`src/rtl/bru_pkg.sv`:
```
package bru_pkg;

    typedef enum logic [3:0] {
        OP_REL   = 4'd0,
        OP_PAGE  = 4'd1,
        OP_LONG  = 4'd2,
        OP_INDEX = 4'd3,
        OP_ACCZ  = 4'd4,
        OP_ACCNZ = 4'd5,
        OP_CSET  = 4'd6,
        OP_CCLR  = 4'd7,
        OP_BSET  = 4'd8,
        OP_BCLR  = 4'd9,
        OP_BTAKE = 4'd10,
        OP_CMPNE = 4'd11,
        OP_DECNZ = 4'd12,
        OP_NONE  = 4'd13
    } br_op_e;

    function automatic logic is_branch(input logic [3:0] code);
        return code <= 4'd12;
    endfunction

endpackage

```
`src/rtl/bru_target.sv`:
```
module bru_target
    import bru_pkg::*;
#(
    parameter int PC_W   = 16,
    parameter int D_W    = 8,
    parameter int PAGE_W = 11
) (
    input  logic [3:0]      op,
    input  logic [PC_W-1:0] pc_fall,
    input  logic [D_W-1:0]  rel,
    input  logic [PC_W-1:0] abs_addr,
    input  logic [D_W-1:0]  acc,
    input  logic [PC_W-1:0] dptr,
    output logic [PC_W-1:0] target
);
    localparam int EXT_W = PC_W - D_W;

    logic [PC_W-1:0] rel_tgt;
    logic [PC_W-1:0] page_tgt;
    logic [PC_W-1:0] idx_tgt;

    always_comb begin
        rel_tgt  = pc_fall + {{EXT_W{rel[D_W-1]}}, rel};
        page_tgt = {pc_fall[PC_W-1:PAGE_W], abs_addr[PAGE_W-1:0]};
        idx_tgt  = dptr + {{EXT_W{1'b0}}, acc};
    end

    always_comb begin
        case (op)
            OP_PAGE:  target = page_tgt;
            OP_LONG:  target = abs_addr;
            OP_INDEX: target = idx_tgt;
            default:  target = rel_tgt;
        endcase
    end

endmodule

```
`src/rtl/bru_cond.sv`:
```
module bru_cond
    import bru_pkg::*;
#(
    parameter int D_W = 8
) (
    input  logic [3:0]     op,
    input  logic [D_W-1:0] acc,
    input  logic           carry_in,
    input  logic           bit_in,
    input  logic [D_W-1:0] cmp_a,
    input  logic [D_W-1:0] cmp_b,
    input  logic [D_W-1:0] cnt_in,
    output logic           take,
    output logic           carry_nx,
    output logic [D_W-1:0] cnt_nx,
    output logic           clr_req
);
    logic           acc_zero;
    logic           differ;
    logic           below;
    logic [D_W-1:0] cnt_dec;

    always_comb begin
        acc_zero = (acc == '0);
        differ   = (cmp_a != cmp_b);
        below    = (cmp_a < cmp_b);
        cnt_dec  = cnt_in - 1'b1;
    end

    always_comb begin
        take     = 1'b0;
        carry_nx = carry_in;
        cnt_nx   = cnt_in;
        clr_req  = 1'b0;
        case (op)
            OP_REL, OP_PAGE, OP_LONG, OP_INDEX: take = 1'b1;
            OP_ACCZ:  take = acc_zero;
            OP_ACCNZ: take = !acc_zero;
            OP_CSET:  take = carry_in;
            OP_CCLR:  take = !carry_in;
            OP_BSET:  take = bit_in;
            OP_BCLR:  take = !bit_in;
            OP_BTAKE: begin
                take    = bit_in;
                clr_req = bit_in;
            end
            OP_CMPNE: begin
                take     = differ;
                carry_nx = below;
            end
            OP_DECNZ: begin
                cnt_nx = cnt_dec;
                take   = (cnt_dec != '0);
            end
            default: take = 1'b0;
        endcase
    end

endmodule

```
`src/rtl/branch_unit.sv`:
```
module branch_unit
    import bru_pkg::*;
#(
    parameter int PC_W   = 16,
    parameter int D_W    = 8,
    parameter int PAGE_W = 11
) (
    input  logic            clk,
    input  logic            rst_n,
    input  logic            op_valid,
    input  logic [3:0]      op,
    input  logic [PC_W-1:0] pc_fall,
    input  logic [D_W-1:0]  acc,
    input  logic            carry_in,
    input  logic            bit_in,
    input  logic [D_W-1:0]  cmp_a,
    input  logic [D_W-1:0]  cmp_b,
    input  logic [D_W-1:0]  cnt_in,
    input  logic [D_W-1:0]  rel,
    input  logic [PC_W-1:0] abs_addr,
    input  logic [PC_W-1:0] dptr,
    output logic            res_valid,
    output logic            taken,
    output logic [PC_W-1:0] next_pc,
    output logic            new_carry,
    output logic [D_W-1:0]  cnt_wb,
    output logic            bit_clr
);
    typedef struct packed {
        logic            valid;
        logic            taken;
        logic [PC_W-1:0] pc;
        logic            carry;
        logic [D_W-1:0]  cnt;
        logic            clr;
    } res_t;

    res_t res_d, res_q;

    logic [PC_W-1:0] tgt;
    logic            c_take;
    logic            c_carry;
    logic [D_W-1:0]  c_cnt;
    logic            c_clr;

    bru_target #(.PC_W(PC_W), .D_W(D_W), .PAGE_W(PAGE_W)) u_target (
        .op       (op),
        .pc_fall  (pc_fall),
        .rel      (rel),
        .abs_addr (abs_addr),
        .acc      (acc),
        .dptr     (dptr),
        .target   (tgt)
    );

    bru_cond #(.D_W(D_W)) u_cond (
        .op       (op),
        .acc      (acc),
        .carry_in (carry_in),
        .bit_in   (bit_in),
        .cmp_a    (cmp_a),
        .cmp_b    (cmp_b),
        .cnt_in   (cnt_in),
        .take     (c_take),
        .carry_nx (c_carry),
        .cnt_nx   (c_cnt),
        .clr_req  (c_clr)
    );

    always_comb begin
        res_d       = res_q;
        res_d.valid = op_valid;
        if (op_valid) begin
            res_d.taken = c_take && is_branch(op);
            res_d.pc    = res_d.taken ? tgt : pc_fall;
            res_d.carry = c_carry;
            res_d.cnt   = c_cnt;
            res_d.clr   = c_clr && res_d.taken;
        end
    end

    always_ff @(posedge clk) begin
        if (!rst_n) res_q <= '0;
        else        res_q <= res_d;
    end

    assign res_valid = res_q.valid;
    assign taken     = res_q.taken;
    assign next_pc   = res_q.pc;
    assign new_carry = res_q.carry;
    assign cnt_wb    = res_q.cnt;
    assign bit_clr   = res_q.clr;

endmodule

```
`config.mk`:
```
export PLATFORM = sky130hd
export DESIGN_NAME = branch_unit
export DESIGN_NICKNAME = d
export VERILOG_FILES = /design/src/rtl/bru_pkg.sv /design/src/rtl/bru_target.sv /design/src/rtl/bru_cond.sv /design/src/rtl/branch_unit.sv
export SDC_FILE = /design/constraint.sdc
export NUM_CORES = 1
export LEC_CHECK = 0
export ABC_AREA = 0
export BUFFER_PORTS_ARGS = -buffer_cell sky130_fd_sc_hd__buf_4
export CELL_PAD_IN_SITES_DETAIL_PLACEMENT = 0
export CELL_PAD_IN_SITES_GLOBAL_PLACEMENT = 1
export CORE_AREA = 2 2 108 110
export DETAILED_ROUTE_END_ITERATION = 10
export DIE_AREA = 0 0 110 112
export PLACE_DENSITY = 0.74
export SLEW_MARGIN = 15
export SYNTH_ARGS = -nofsm -noshare
export SYNTH_HDL_FRONTEND = slang
export SYNTH_SLANG_ARGS = --single-unit
export TNS_END_PERCENT = 1
```
`constraint.sdc`:
```
create_clock -name clk -period 4 [get_ports clk]
set_clock_uncertainty 0.2 [all_clocks]
set_input_delay 0.2 -clock clk [delete_from_list [all_inputs] [get_ports clk]]
set_output_delay 0.2 -clock clk [all_outputs]
set_load 0.01 [all_outputs]
```
==> results.json <==
{
  "ys_types": 67,
  "yosysMostFrequentCell": "nand2_1",
  "grt.total_usage_pct": 18.8,
  "die_w_um": 110,
  "syn_avg_cell_area_um2": 7.65,
  "crit_path_start_kind": "input port",
  "worstPathRequired_ps": 3960,
  "seqCellArea_um2": 561,
  "grt_max_degree": 34,
  "vias": 3672,
  "instances_no_fill": 683,
  "grt_overflow_total": 0,
  "cts_setup_buffers": 0,
  "grt_first_pass_wirelength_um": 18300,
  "clockBufferDepth": 2,
  "viasPerCell": 5.38,
  "slew-limit-headroom_pct": 30.1,
  "insertedDiodeCount": 0,
  "routedWlPerCell_um": 17.1,
  "yosys-top-cells-area": "dfxtp_1 17%, ha_1 12%, o21ai_0 4.7%, nand2_1 4.3%, nor2_1 3.7%",
  "io_buffers": 124,
  "outcome": "finished clean",
  "drt_first_iter_violations": 229,
  "path_class": "in2reg",
  "p_leak_nw": 1.97,
  "dp_hpwl_um": 9470,
  "drv_slew": 0,
  "fin_crit_ps": 2590,
  "ios": 125,
  "power_w": 0.00113,
  "placed_cells": 679,
  "syn_inst": 432,
  "postCtsHoldBufs": 0,
  "power.density_mw_per_mm2": 254,
  "syn_area_mm2": 0.00331,
  "synth_edf_count": 0,
  "tightest_slew_ps": 1040,
  "core-area_mm2": 0.0112,
  "htreeDepth": 1,
  "ctsRootBufferMaster": "clkbuf_16",
  "yosysTopAreaCell": "dfxtp_1",
  "cts_resized": 0,
  "hold_class": "in2reg",
  "synth_top_area_share_pct": 17.0,
  "die_area_mm2": 0.0123,
  "arrival_ps": 2540,
  "clkSinkCount": 28,
  "finalNetCount": 673,
  "hold_viol": 0,
  "multi_input_area_mm2": 0.00257,
  "path_max_fanout": 24,
  "min_period_over_period_pct": 64.6,
  "cts_buffers": 3,
  "place.gp.congestion": 0.904,
  "drive_above_1_share_pct": 26.7,
  "setup_viol": 0,
  "maxCapViolations": 0,
  "synth_commonest_cells": "38 x nand2_1, 33 x ha_1, 33 x nor2_1, 31 x o21ai_0, 28 x dfxtp_1",
  "cts_tree": "built",
  "clk_latency_ps": 270,
  "yosys_warnings": 0,
  "finalSetupTns_ps": 0,
  "clk_pin_slew_ps": 80,
  "die_h_um": 112,
  "rsz0062_at_grt": "no",
  "fmax_ghz": 0.387,
  "ys_seq_area_share_pct": 17.0,
  "ant_nets": 0,
  "drt-total-wl_um": 11700,
  "grt_pass1_vias": 3562,
  "async_flop_share_pct": 0,
  "ir_worst_vdd_mv": 0.241,
  "timing.hold.ws_ps": 23.3,
  "synthFlopType": "dfxtp_1",
  "start_util_pct": 29.6,
  "drtPass1Iterations": 5,
  "antenna_found_initial": 0,
  "rows": 39,
  "ys_ff_latch": 28,
  "areaGrowthSynthToFinish_pct": 34.2,
  "synthesis.nets": 564,
  "post_dp_cell_area_mm2": 0.00433,
  "fin_area_mm2": 0.00444,
  "drc_errors": 0,
  "worstSetupEndpointType": "register",
  "fillCellCount": 1172
}
-- critical path: stages --
cell and delay, ps:
buf_4 120, or4_1 590, o31ai_4 230, mux2i_1 150
o221ai_4 620, o21ai_0 250, a311oi_1 240, o21ai_0 120
-- state kept, by name (all words and copies together) (netlist names) --
name       cells
bit_clr        1
taken          1
next_pc       16
cnt_wb         8
res_valid      1
new_carry      1
-- report_power, final --
group,switching [W],internal (W),total [W],leakage [nW]
combinational,0.000266,0.000234,0.000500,1.69
clock,0.000107,0.000200,0.000307,0.0511
sequential,0.0000155,0.000303,0.000319,0.232
total,0.000389,0.000737,0.00113,1.97
-- placed cells by master (no fill, tap or decap), drive strengths merged, types with 11 or more instances in the layout --
master | Yosys | routed
a21o | 11 | 11
nor2 | 33 | 33
a21oi | 23 | 23
ha | 33 | 33
nand2 | 39 | 39
buf | 5 | 125
xnor2 | 14 | 14
dfxtp | 28 | 28
o21ai | 38 | 38
a211oi | 15 | 15
nand3 | 17 | 17
inv | 21 | 21
-- through the flow --
step	util (%)	worst slack, ps
4_1_cts	39.7	1430
3_5_place_dp	38.8	1140
5_1_grt	39.7	1240
2_1_floorplan	-	1570
6_report	39.7	1410
3_3_place_gp	38.7	1240
-- cell families (layout without fill, tap and decap cells) --
| group | count (synthesis) | after routing | share of synthesized area (%) |
|---|---|---|---|
| XOR/XNOR | 24 | 24 | 6.36 |
| multiplexers | 10 | 10 | 3.10 |
| AO/OA/AOI/OAI | 157 | 157 | 33.8 |
| flip-flops | 28 | 28 | 17.0 |
| AND/OR/NAND/NOR | 136 | 136 | 20.7 |
| buffers and inverters | 42 | 150 | 5.30 |
| adder cells (fa/ha/maj) | 35 | 35 | 13.7 |
-- per-layer routing --
metal / GRT usage [%] / vias up / wire, um / part of all wire [%]
met2: 29.7 / 125 / 5390 / 46
met4: 3.04 / 0 / 118 / 1.0
li1: - / 1849 / - / -
met5: 0 / - / 0 / 0
met3: 5.04 / 12 / 1070 / 9.2
met1: 26.0 / 1686 / 5100 / 44
-- layout make-up --
| type | count | share of cell area (%) |
|---|---|---|
| Sequential cell | 28 | 12.6 |
| Clock inverter | 1 | 0.677 |
| Timing Repair Buffer | 125 | 21.2 |
| Tap cell | 143 | 4.03 |
| Multi-Input combinational cell | 362 | 58.0 |
| Clock buffer | 3 | 1.69 |
| Inverter | 21 | 1.78 |
-- final timing paths --
check                                              start                       end  slack, ps  depth (start not counted)
worst max-delay path                              acc[1]   next_pc[7]$_SDFFE_PN0P_       1410                          8
worst min register to register   next_pc[2]$_SDFFE_PN0P_   next_pc[2]$_SDFFE_PN0P_        250                          2
worst max register to register  next_pc[12]$_SDFFE_PN0P_  next_pc[12]$_SDFFE_PN0P_       2870                          4
worst min-delay path                          pc_fall[3]   next_pc[3]$_SDFFE_PN0P_         20                          3
No activity file was read; power rests on OpenSTA's default activity.
